File: src/rtl/clk_src_ctl_pkg.sv
package clk_src_ctl_pkg;
    localparam int REG_W    = 8;
    localparam int B_SLOW   = 0;
    localparam int B_FAST   = 1;
    localparam int B_PD     = 2;
    localparam int B_AUX0   = 3;
    localparam int NUM_AUX  = 2;
    localparam int B_POR    = B_AUX0 + NUM_AUX;
    localparam int CTRL_W   = B_POR;

    typedef enum logic [1:0] {
        ST_MAIN_PLL_OFF = 2'd0,
        ST_MAIN_PLL_ON  = 2'd1,
        ST_ON_PLL       = 2'd2
    } clk_state_e;
endpackage

File: src/rtl/clk_sel_fsm.sv
module clk_sel_fsm
    import clk_src_ctl_pkg::*;
(
    input  logic clk,
    input  logic rst_n,
    input  logic wr_en,
    input  logic req_fast,
    input  logic req_pd,
    input  logic pll_stable,
    output logic fast_sel,
    output logic pll_pd
);
    clk_state_e state_q, state_d;

    // state register
    always_ff @(posedge clk or negedge rst_n) begin
        if (!rst_n) state_q <= ST_MAIN_PLL_OFF;
        else        state_q <= state_d;
    end

    // transitions, judged on the state before the write
    always_comb begin
        state_d = state_q;
        if (wr_en) begin
            unique case (state_q)
                ST_MAIN_PLL_OFF: begin
                    // PLL_START; leaving the main clock is refused while PLL is off
                    if (!req_pd) state_d = ST_MAIN_PLL_ON;
                end
                ST_MAIN_PLL_ON: begin
                    if (req_pd && req_fast)
                        state_d = ST_MAIN_PLL_OFF;            // PLL_STOP
                    else if (!req_pd && !req_fast && pll_stable)
                        state_d = ST_ON_PLL;                  // SWITCH_TO_PLL
                    // stop plus switch in one write: both refused
                end
                ST_ON_PLL: begin
                    // SWITCH_TO_MAIN; power-down request refused here
                    if (req_fast) state_d = ST_MAIN_PLL_ON;
                end
                default: state_d = ST_MAIN_PLL_OFF;
            endcase
        end
    end

    // outputs
    always_comb begin
        unique case (state_q)
            ST_MAIN_PLL_OFF: begin fast_sel = 1'b1; pll_pd = 1'b1; end
            ST_MAIN_PLL_ON:  begin fast_sel = 1'b1; pll_pd = 1'b0; end
            ST_ON_PLL:       begin fast_sel = 1'b0; pll_pd = 1'b0; end
            default:         begin fast_sel = 1'b1; pll_pd = 1'b1; end
        endcase
    end
endmodule

File: src/rtl/clk_free_bits.sv
module clk_free_bits
    import clk_src_ctl_pkg::*;
(
    input  logic               clk,
    input  logic               rst_n,
    input  logic               por_i,
    input  logic               wr_en,
    input  logic [REG_W-1:0]   wr_data,
    output logic               slow_sel,
    output logic [NUM_AUX-1:0] aux_en,
    output logic               por_flag
);
    always_ff @(posedge clk or negedge rst_n) begin
        if (!rst_n)     slow_sel <= 1'b0;
        else if (wr_en) slow_sel <= wr_data[B_SLOW];
    end

    for (genvar g = 0; g < NUM_AUX; g++) begin : g_aux
        always_ff @(posedge clk or negedge rst_n) begin
            if (!rst_n)     aux_en[g] <= 1'b0;
            else if (wr_en) aux_en[g] <= wr_data[B_AUX0+g];
        end
    end

    // sticky flag: set only by power-on reset, cleared by writing one
    always_ff @(posedge clk or posedge por_i) begin
        if (por_i)                        por_flag <= 1'b1;
        else if (wr_en && wr_data[B_POR]) por_flag <= 1'b0;
    end
endmodule

File: src/rtl/clk_src_ctl.sv
module clk_src_ctl
    import clk_src_ctl_pkg::*;
(
    input  logic             clk,
    input  logic             rst_n,
    input  logic             por_i,
    input  logic             wr_en,
    input  logic [REG_W-1:0] wr_data,
    output logic [REG_W-1:0] rd_data,
    input  logic             pll_stable_i,
    output logic             slow_sel_o,
    output logic             fast_sel_o,
    output logic             pll_pd_o,
    output logic             aux1_en_o,
    output logic             aux2_en_o
);
    logic               sys_rst_n;
    logic [NUM_AUX-1:0] aux_en;
    logic               por_flag;

    assign sys_rst_n = rst_n & ~por_i;

    clk_sel_fsm u_fsm (
        .clk        (clk),
        .rst_n      (sys_rst_n),
        .wr_en      (wr_en),
        .req_fast   (wr_data[B_FAST]),
        .req_pd     (wr_data[B_PD]),
        .pll_stable (pll_stable_i),
        .fast_sel   (fast_sel_o),
        .pll_pd     (pll_pd_o)
    );

    clk_free_bits u_free (
        .clk      (clk),
        .rst_n    (sys_rst_n),
        .por_i    (por_i),
        .wr_en    (wr_en),
        .wr_data  (wr_data),
        .slow_sel (slow_sel_o),
        .aux_en   (aux_en),
        .por_flag (por_flag)
    );

    assign aux1_en_o = aux_en[0];
    assign aux2_en_o = aux_en[1];

    always_comb begin
        rd_data                      = '0;
        rd_data[B_SLOW]              = slow_sel_o;
        rd_data[B_FAST]              = fast_sel_o;
        rd_data[B_PD]                = pll_pd_o;
        rd_data[B_AUX0+:NUM_AUX]     = aux_en;
        rd_data[B_POR]               = por_flag;
    end
endmodule

File: config.mk
export PLATFORM = sky130hd
export DESIGN_NAME = clk_src_ctl
export DESIGN_NICKNAME = d
export VERILOG_FILES = /design/src/rtl/clk_src_ctl_pkg.sv /design/src/rtl/clk_sel_fsm.sv /design/src/rtl/clk_free_bits.sv /design/src/rtl/clk_src_ctl.sv
export SDC_FILE = /design/constraint.sdc
export NUM_CORES = 1
export LEC_CHECK = 0
export ABC_AREA = 1
export BUFFER_PORTS_ARGS = -buffer_cell sky130_fd_sc_hd__buf_2
export CORE_AREA = 2 2 39 41
export CTS_CLUSTER_SIZE = 16
export DETAILED_ROUTE_END_ITERATION = 6
export DIE_AREA = 0 0 41 43
export GPL_TIMING_DRIVEN = 0
export SLEW_MARGIN = 10
export SYNTH_ARGS = -nofsm -noshare
export SYNTH_HDL_FRONTEND = slang
export SYNTH_SLANG_ARGS = --single-unit
File: constraint.sdc
create_clock -name clk -period 1.5 [get_ports clk]
set_input_delay 0 -clock clk [delete_from_list [all_inputs] [get_ports clk]]
set_output_delay 0 -clock clk [all_outputs]
set_load 0.02 [all_outputs]
==> results of run 1 <==
worst paths after layout:
| kind | from | end | slack, ns | cells after the start |
|---|---|---|---|---|
| max | u_fsm.state_q[0]$_DFFE_PN0P_ | rd_data[2] | 0.20 | 5 |
| min | wr_en | u_free.por_flag$_DFFE_PP1P_ | 0.001 | 2 |
| max reg2reg | u_fsm.state_q[0]$_DFFE_PN0P_ | u_fsm.state_q[1]$_DFFE_PN0P_ | 0.27 | 8 |
| min reg2reg | u_free.por_flag$_DFFE_PP1P_ | u_free.por_flag$_DFFE_PP1P_ | 0.48 | 1 |
| max in group asynchronous | por_i | u_free.slow_sel$_DFFE_PN0P_ | 0.84 | 3 |
| min in group asynchronous | por_i | u_free.por_flag$_DFFE_PP1P_ | 0.31 | 3 |
metrics by stage:
stage          utilization  power, mW  cell area, um2  hold WS (ns)
2_1_floorplan            -      0.591             418        -0.117
3_3_place_gp         0.392      0.715             543       0.00441
3_5_place_dp         0.392      0.723             543       0.00973
4_1_cts              0.448      0.904             619       0.00276
5_1_grt              0.448      0.969             619       0.00823
6_report             0.448      0.887             619       0.00129
flip-flops by register name, summed over array words and instances, names as in the netlist:
name             count
u_free.por_flag      1
u_free.aux_en        2
u_free.slow_sel      1
u_fsm.state_q        2
routing by layer:
layer | routed length [um] | part of all wire | global-route usage
met5 | 0 | 0 | 0
met4 | 0 | 0 | 0.0800
met3 | 26 | 0.035 | 0
met2 | 454 | 0.61 | 0.178
met1 | 261 | 0.35 | 0.0980
critical path: cells and delay by family, from the launching register on:
family | cells | cell delay, ns
adders and majority gates | 1 | 0.28
buffers and inverters | 4 | 0.39
DFF | 1 | 0.39
power by group:
part           total, mW  leakage (nW)  internal, mW  switching (mW)
logic              0.495         0.274         0.211           0.284
registers          0.229        0.0731         0.197          0.0323
clock network      0.163        0.0150         0.101          0.0621
total              0.887         0.362         0.509           0.378
area by class of cell:
cell class              count  area [um2]
plain buffers               8        60.1
clock buffers               4        26.3
fillers                   142         764
inverters                   9        33.8
multi-input cells          28         173
flip-flops and latches      6         151
well taps                  16        20.0
repair buffers             26         155
what timing repair did:
action	CTS	global route
gates resized for setup	0	0
hold buffers	5	0
endpoints found under the hold margin	9	0
cell usage after synthesis, drive strengths merged:
library cell	count	share of area
a21oi	1	0.012
a21boi	1	0.018
inv	9	0.082
dfrtp	5	0.30
nand3	2	0.024
mux2	3	0.082
ha	4	0.12
nor2	5	0.051
conb	1	0.0091
buf	8	0.15
nand2	10	0.091
dfstp	1	0.063
logic make-up after synthesis:
| group | Yosys count |
|---|---|
| buffers and inverters | 17 |
| AND/OR/NAND/NOR | 17 |
| flip-flops | 6 |
| adder cells (fa/ha/maj) | 4 |
| multiplexers | 3 |
| AO/OA/AOI/OAI | 2 |
| other | 1 |
==> results.yml, run 1 <==
grt:
  grt_pass1_vias: 361
  grt_first_pass_wirelength_um: 1210
  overflow: 0
  grt_max_degree: 6
  grt_antenna_before_repair: 0
  track_usage: 0.0999
floorplan:
  num_io_pins: 26
  chipHeight_um: 43
  die_w_um: 41
  rows: 14
  fp.coreArea_um2: 1380
  start_util: 0.299
  dieArea_um2: 1760
clock_network:
  clk_path_buf_depth: 2
  path_clk_slew_ns: 0.06
  cts_tree: "done"
  cts_buffers: 3
  post_cts_buffers: 0
  cts_root_buf: "clkbuf_4"
  clock-sinks: 6
  clock_latency_ns: 0.24
  htree_levels: 1
routing:
  vias: 383
  route.detailed.drc: 0
  drt-initial-drc-count: 0
  wl_per_cell_um: 7.65
  viasPerCell: 3.95
  drtAntennaViolNets: 0
  drtPass1Iterations: 1
  wl_um: 742
timing:
  finalCriticalPeriod_ns: 1.30
  layout_setup_ws_ns: 0.199
  clock.fmax_mhz: 769
  hold_viol_final: 0
  tns_ns: 0
  rsz0062_at_grt: "no"
  final_max_slew_viol_count: 0
  finalCritPeriodShare: 0.867
  setup_violations: 0
  skew_ns: 0.0000114
cells_and_area:
  drive_gt1_frac: 0.457
  final_cells: 97
  nNetsFinal: 99
  final_cell_mix: "buf_2 (21), nand2_1 (10), inv_1 (9)"
  diodes: 0
  final_common_cell: "buf_2"
  area_growth_pct: 49.5
synth:
  synth_compound_area_frac: 0.0302
  postSynthAreaPerCell_um2: 8.28
  synth-seq-area-share: 0.366
  synth-simple-area-share: 0.166
  netlist_instances: 50
  synthMuxAreaShare: 0.0816
  synth_xor_area_frac: 0
  yosysWarnings: 0
  synth_cell_types: 13
  ys_ff_latch: 6
  synth_top_family_by_area: "buffers and inverters"
  synth_area_um2: 414
  synthAdderAreaFrac: 0.121
setup_path:
  crit_top_cell: "inv_1"
  critPathMaxStageDelay_ns: 0.39
  critical_path_class: "register to output port"
  crit_arrival_ns: 1.30
  start_kind: "register"
  crit_fanout: 4
  end_kind: "output port"
  path_cells: "inv_1 > ha_1 > inv_1 > buf_4 > buf_2"
  cp.required_ns: 1.50
  slowest_stage: "dfrtp_1"
placement:
  hpwl_um: 624
  dp_cells: 88
  gp_congestion: 0.614
  dp_slack_ns: 0.267
  port_buffers: 21
power:
  powerDensity_nw_per_um2: 1430
  ir_drop_mv: 0.812
  leakage_nw: 0.362
flow_run:
  drv_cap: 0
status:
  run_status: "finished clean"
min_path:
  worstHoldPathType: "input port to register"
Power figures use the tool's default switching activity.
==> run 2: changes to the inputs <==
- BUFFER_PORTS_ARGS: -buffer_cell sky130_fd_sc_hd__buf_2 -> -buffer_cell sky130_fd_sc_hd__buf_4
==> results.yml, run 2 (synthesis results as in run 1) <==
clock_network:
  htree_levels: 1
  cts_buffers: 3
  post_cts_buffers: 0
  cts_tree: "done"
  clock-sinks: 6
  ctsResizeCount: 0
  cts_root_buf: "clkbuf_4"
  hold_buffers: 8
  path_clk_slew_ns: 0.05
  clk_path_buf_depth: 2
  clock_latency_ns: 0.24
timing:
  rsz0062_at_grt: "no"
  setup_violations: 0
  layout_setup_ws_ns: 0.196
  final_max_slew_viol_count: 0
  skew_ns: 0.00000661
  hold_slack_ns: 0.0433
  finalCritPeriodShare: 0.870
  tns_ns: 0
  clock.fmax_mhz: 767
  finalCriticalPeriod_ns: 1.30
  hold_viol_final: 0
setup_path:
  crit_fanout: 2
  crit_arrival_ns: 1.48
  critPathTopFamily: "buffers and inverters"
  slowest_stage: "dlygate4sd3_1"
  end_kind: "register"
  start_kind: "register"
  path_cells: "a21boi_0 > dlygate4sd3_1"
  cp.required_ns: 1.68
  critical_path_class: "register to register"
  crit_buf_inv: 1
  critPathMaxStageDelay_ns: 0.57
power:
  powerDensity_nw_per_um2: 1350
  clkPwrFrac: 0.167
  leakage_nw: 0.397
  swShare: 0.403
  power_frac_comb: 0.591
  internal-power_mw: 0.566
  p_sw_mw: 0.382
  ir_drop_mv: 0.810
  power_frac_seq: 0.242
cells_and_area:
  final_cell_mix: "buf_4 (29), nand2_1 (10), inv_1 (9)"
  final_cells: 100
  top_regs: "u_free.aux_en (2), u_fsm.state_q (2)"
  nNetsFinal: 102
  final_common_cell: "buf_4"
  stdcell_area_um2: 702
  diodes: 0
  drive_gt1_frac: 0.440
  area_growth_pct: 69.5
floorplan:
  start_util: 0.299
  fp.coreArea_um2: 1380
  rows: 14
  die_w_um: 41
  num_io_pins: 26
  chipHeight_um: 43
  dieArea_um2: 1760
routing:
  drtPass1Iterations: 1
  wl_um: 771
  wl_per_cell_um: 7.71
  drt-initial-drc-count: 0
  vias: 390
  route.detailed.drc: 0
  viasPerCell: 3.90
  drtAntennaViolNets: 0
grt:
  grt_antenna_before_repair: 0
  overflow: 0
  grt_pass1_vias: 337
  grt_first_pass_wirelength_um: 1240
  grt_max_degree: 6
  track_usage: 0.108
placement:
  dp_slack_ns: 0.268
  gp_congestion: 0.706
  hpwl_um: 632
  port_buffers: 21
  placed_cell_area_um2: 596
  dp_cells: 88
flow_run:
  drv_cap: 0
status:
  run_status: "finished clean"
min_path:
  worstHoldPathType: "input port to register"
run 2: changes by cell type in the layout (fill, tap and decap cells not counted):
| cell | change |
|---|---|
| buf_2 | -21 |
| buf_4 | +21 |
| dlygate4sd3_1 | +3 |
run 2: layout make-up:
| type | count | area, um2 |
|---|---|---|
| Inverter | 9 | 33.8 |
| Clock buffer | 4 | 26.3 |
| Timing Repair Buffer | 29 | 238 |
| Fill cell | 138 | 682 |
| Tap cell | 16 | 20.0 |
| Buffer | 8 | 60.1 |
| Multi-Input combinational cell | 28 | 173 |
| Sequential cell | 6 | 151 |
run 2: metal layers:
layer / wire length [um] / track usage / vias to the layer above
met4: 0 / 0.0600 / 0
met3: 34 / 0.0628 / 0
li1: - / - / 207
met2: 420 / 0.169 / 8
met1: 317 / 0.105 / 175
met5: 0 / 0 / -
run 2: path summary, 6_finish.rpt:
| kind | endpoint | depth (start not counted) | from | slack (ns) |
|---|---|---|---|---|
| max | u_free.por_flag$_DFFE_PP1P_ | 2 | u_free.por_flag$_DFFE_PP1P_ | 0.20 |
| min | u_free.aux_en[1]$_DFFE_PN0P_ | 2 | wr_en | 0.04 |
| max reg2reg | u_free.por_flag$_DFFE_PP1P_ | 2 | u_free.por_flag$_DFFE_PP1P_ | 0.20 |
| min reg2reg | u_fsm.state_q[0]$_DFFE_PN0P_ | 2 | u_fsm.state_q[0]$_DFFE_PN0P_ | 0.53 |
| max in group asynchronous | u_fsm.state_q[0]$_DFFE_PN0P_ | 4 | por_i | 0.46 |
| min in group asynchronous | u_free.por_flag$_DFFE_PP1P_ | 3 | por_i | 0.34 |
run 2: power groups by stage:
stage	logic, mW	clock network [mW]	registers (mW)
6_report	0.561	0.159	0.229
5_1_grt	0.624	0.181	0.233
4_1_cts	0.571	0.168	0.230
3_5_place_dp	0.551	0	0.234
3_3_place_gp	0.545	0	0.232
2_1_floorplan	0.355	0	0.236
run 2: per-stage QoR:
stage,utilization,power (mW)
floorplan,-,0.591
global placement,0.430,0.776
detailed placement,0.430,0.786
CTS,0.507,0.969
global route,0.507,1.04
finish,0.507,0.949
==> run 3: changes to the inputs <==
- HOLD_SLACK_MARGIN: unset -> 0.08
==> results.yml, run 3 (synthesis results as in run 1) <==
power:
  power_mw: 0.962
  leakage_nw: 0.410
  swShare: 0.401
  ir_drop_mv: 0.815
  powerDensity_nw_per_um2: 1310
  power_frac_seq: 0.238
  p_sw_mw: 0.386
  power_frac_comb: 0.597
  internal-power_mw: 0.576
  clkPwrFrac: 0.164
grt:
  busiest_layer: "met2"
  overflow: 0
  grt_util_met1: 0.112
  grt_max_degree: 6
  grt_first_pass_wirelength_um: 1390
  globalRouteMet3Util: 0.0628
  grt_antenna_before_repair: 0
  grt_use_met2: 0.206
  track_usage: 0.122
  grt_pass1_vias: 351
cells_and_area:
  drive_gt1_frac: 0.425
  final_cells: 103
  stdcell_area_um2: 732
  top_regs: "u_free.aux_en (2), u_fsm.state_q (2)"
  final_cell_mix: "buf_4 (29), dlygate4sd3_1 (11), nand2_1 (10)"
  area_growth_pct: 76.7
  diodes: 0
  final_common_cell: "buf_4"
  nNetsFinal: 105
  final_core_util: 0.529
setup_path:
  reg2reg_to: "u_free.por_flag$_DFFE_PP1P_"
  ff2ff_path_depth: 2
  start_kind: "register"
  cp.required_ns: 1.68
  r2r_setup_slack_ns: 0.12
  r2r-start: "u_free.por_flag$_DFFE_PP1P_"
  end_kind: "register"
  critPathMaxStageDelay_ns: 0.58
  crit_start: "u_free.por_flag$_DFFE_PP1P_"
  cp-endpoint: "u_free.por_flag$_DFFE_PP1P_"
  crit_fanout: 2
  critical_path_class: "register to register"
  path_cells: "a21boi_0 > dlygate4sd3_1"
  crit_arrival_ns: 1.56
  slowest_stage: "dlygate4sd3_1"
placement:
  dp_slack_ns: 0.268
  placed_cell_area_um2: 596
  hpwl_um: 632
  gp_congestion: 0.706
  dp_cells: 88
  port_buffers: 21
timing:
  rsz0062_at_grt: "no"
  setup_violations: 0
  finalCriticalPeriod_ns: 1.38
  hold_slack_ns: 0.0950
  hold_viol_final: 0
  tns_ns: 0
  layout_setup_ws_ns: 0.120
  skew_ns: 0.00000661
  final_max_slew_viol_count: 0
  finalCritPeriodShare: 0.920
  clock.fmax_mhz: 724
floorplan:
  chipHeight_um: 43
  start_util: 0.299
  fp.coreArea_um2: 1380
  dieArea_um2: 1760
  num_io_pins: 26
  die_w_um: 41
  rows: 14
clock_network:
  cts_tree: "done"
  clock_latency_ns: 0.24
  post_cts_buffers: 0
  cts_buffers: 3
  path_clk_slew_ns: 0.04
  clock-sinks: 6
  cts_root_buf: "clkbuf_4"
  htree_levels: 1
  clk_path_buf_depth: 2
routing:
  drt-initial-drc-count: 1
  vias: 404
  route.detailed.drc: 0
  wl_per_cell_um: 8.39
  viasPerCell: 3.92
  wl_um: 864
  drtAntennaViolNets: 0
  drtPass1Iterations: 3
status:
  run_status: "finished clean"
flow_run:
  drv_cap: 0
min_path:
  hold_path_depth: 4
  worstHoldPathType: "input port to register"
[run 3: changes by cell type in the layout (fill, tap and decap cells not counted)]
| cell | before | now |
|---|---|---|
| dlygate4sd3_1 | 8 | 11 |
[run 3: cell type report]
class | instances | area (um2)
Buffer | 8 | 60.1
Clock buffer | 4 | 26.3
Fill cell | 136 | 652
Inverter | 9 | 33.8
Multi-Input combinational cell | 28 | 173
Sequential cell | 6 | 151
Tap cell | 16 | 20.0
Timing Repair Buffer | 32 | 268
[run 3: how the worst min path moves through the flow]
| stage | end | startpoint | slack (ns) |
|---|---|---|---|
| after floorplan | u_free.aux_en[0]$_DFFE_PN0P_ | por_i | -0.12 |
| after global placement | u_free.por_flag$_DFFE_PP1P_ | por_i | 0.01 |
| after detailed placement | u_free.por_flag$_DFFE_PP1P_ | por_i | 0.02 |
| after CTS | u_fsm.state_q[1]$_DFFE_PN0P_ | wr_data[1] | 0.09 |
| after global routing | u_fsm.state_q[1]$_DFFE_PN0P_ | wr_data[1] | 0.11 |
| final | u_fsm.state_q[1]$_DFFE_PN0P_ | wr_data[1] | 0.09 |
[run 3: critical path: cells and delay by family (launching register included)]
kind | cells | cell delay [ns]
DFF | 1 | 0.53
buffers and inverters | 1 | 0.58
AOI/OAI and AO/OA | 1 | 0.21
[run 3: timing repair]
item / CTS / global route
hold endpoints to repair: 10 / 0
hold buffers: 11 / 0
resized for setup: 0 / 0
[run 3: metal layers]
layer	part of all wire	vias up
met4	0	0
met5	0	-
li1	-	213
met2	0.57	8
met3	0.041	0
met1	0.39	183
[run 3: power by group through the flow]
stage	clock network, mW	registers, mW	logic [mW]
after floorplan	0	0.236	0.355
after global placement	0	0.232	0.545
after detailed placement	0	0.234	0.551
after CTS	0.168	0.230	0.583
after global routing	0.184	0.233	0.638
final	0.158	0.229	0.575
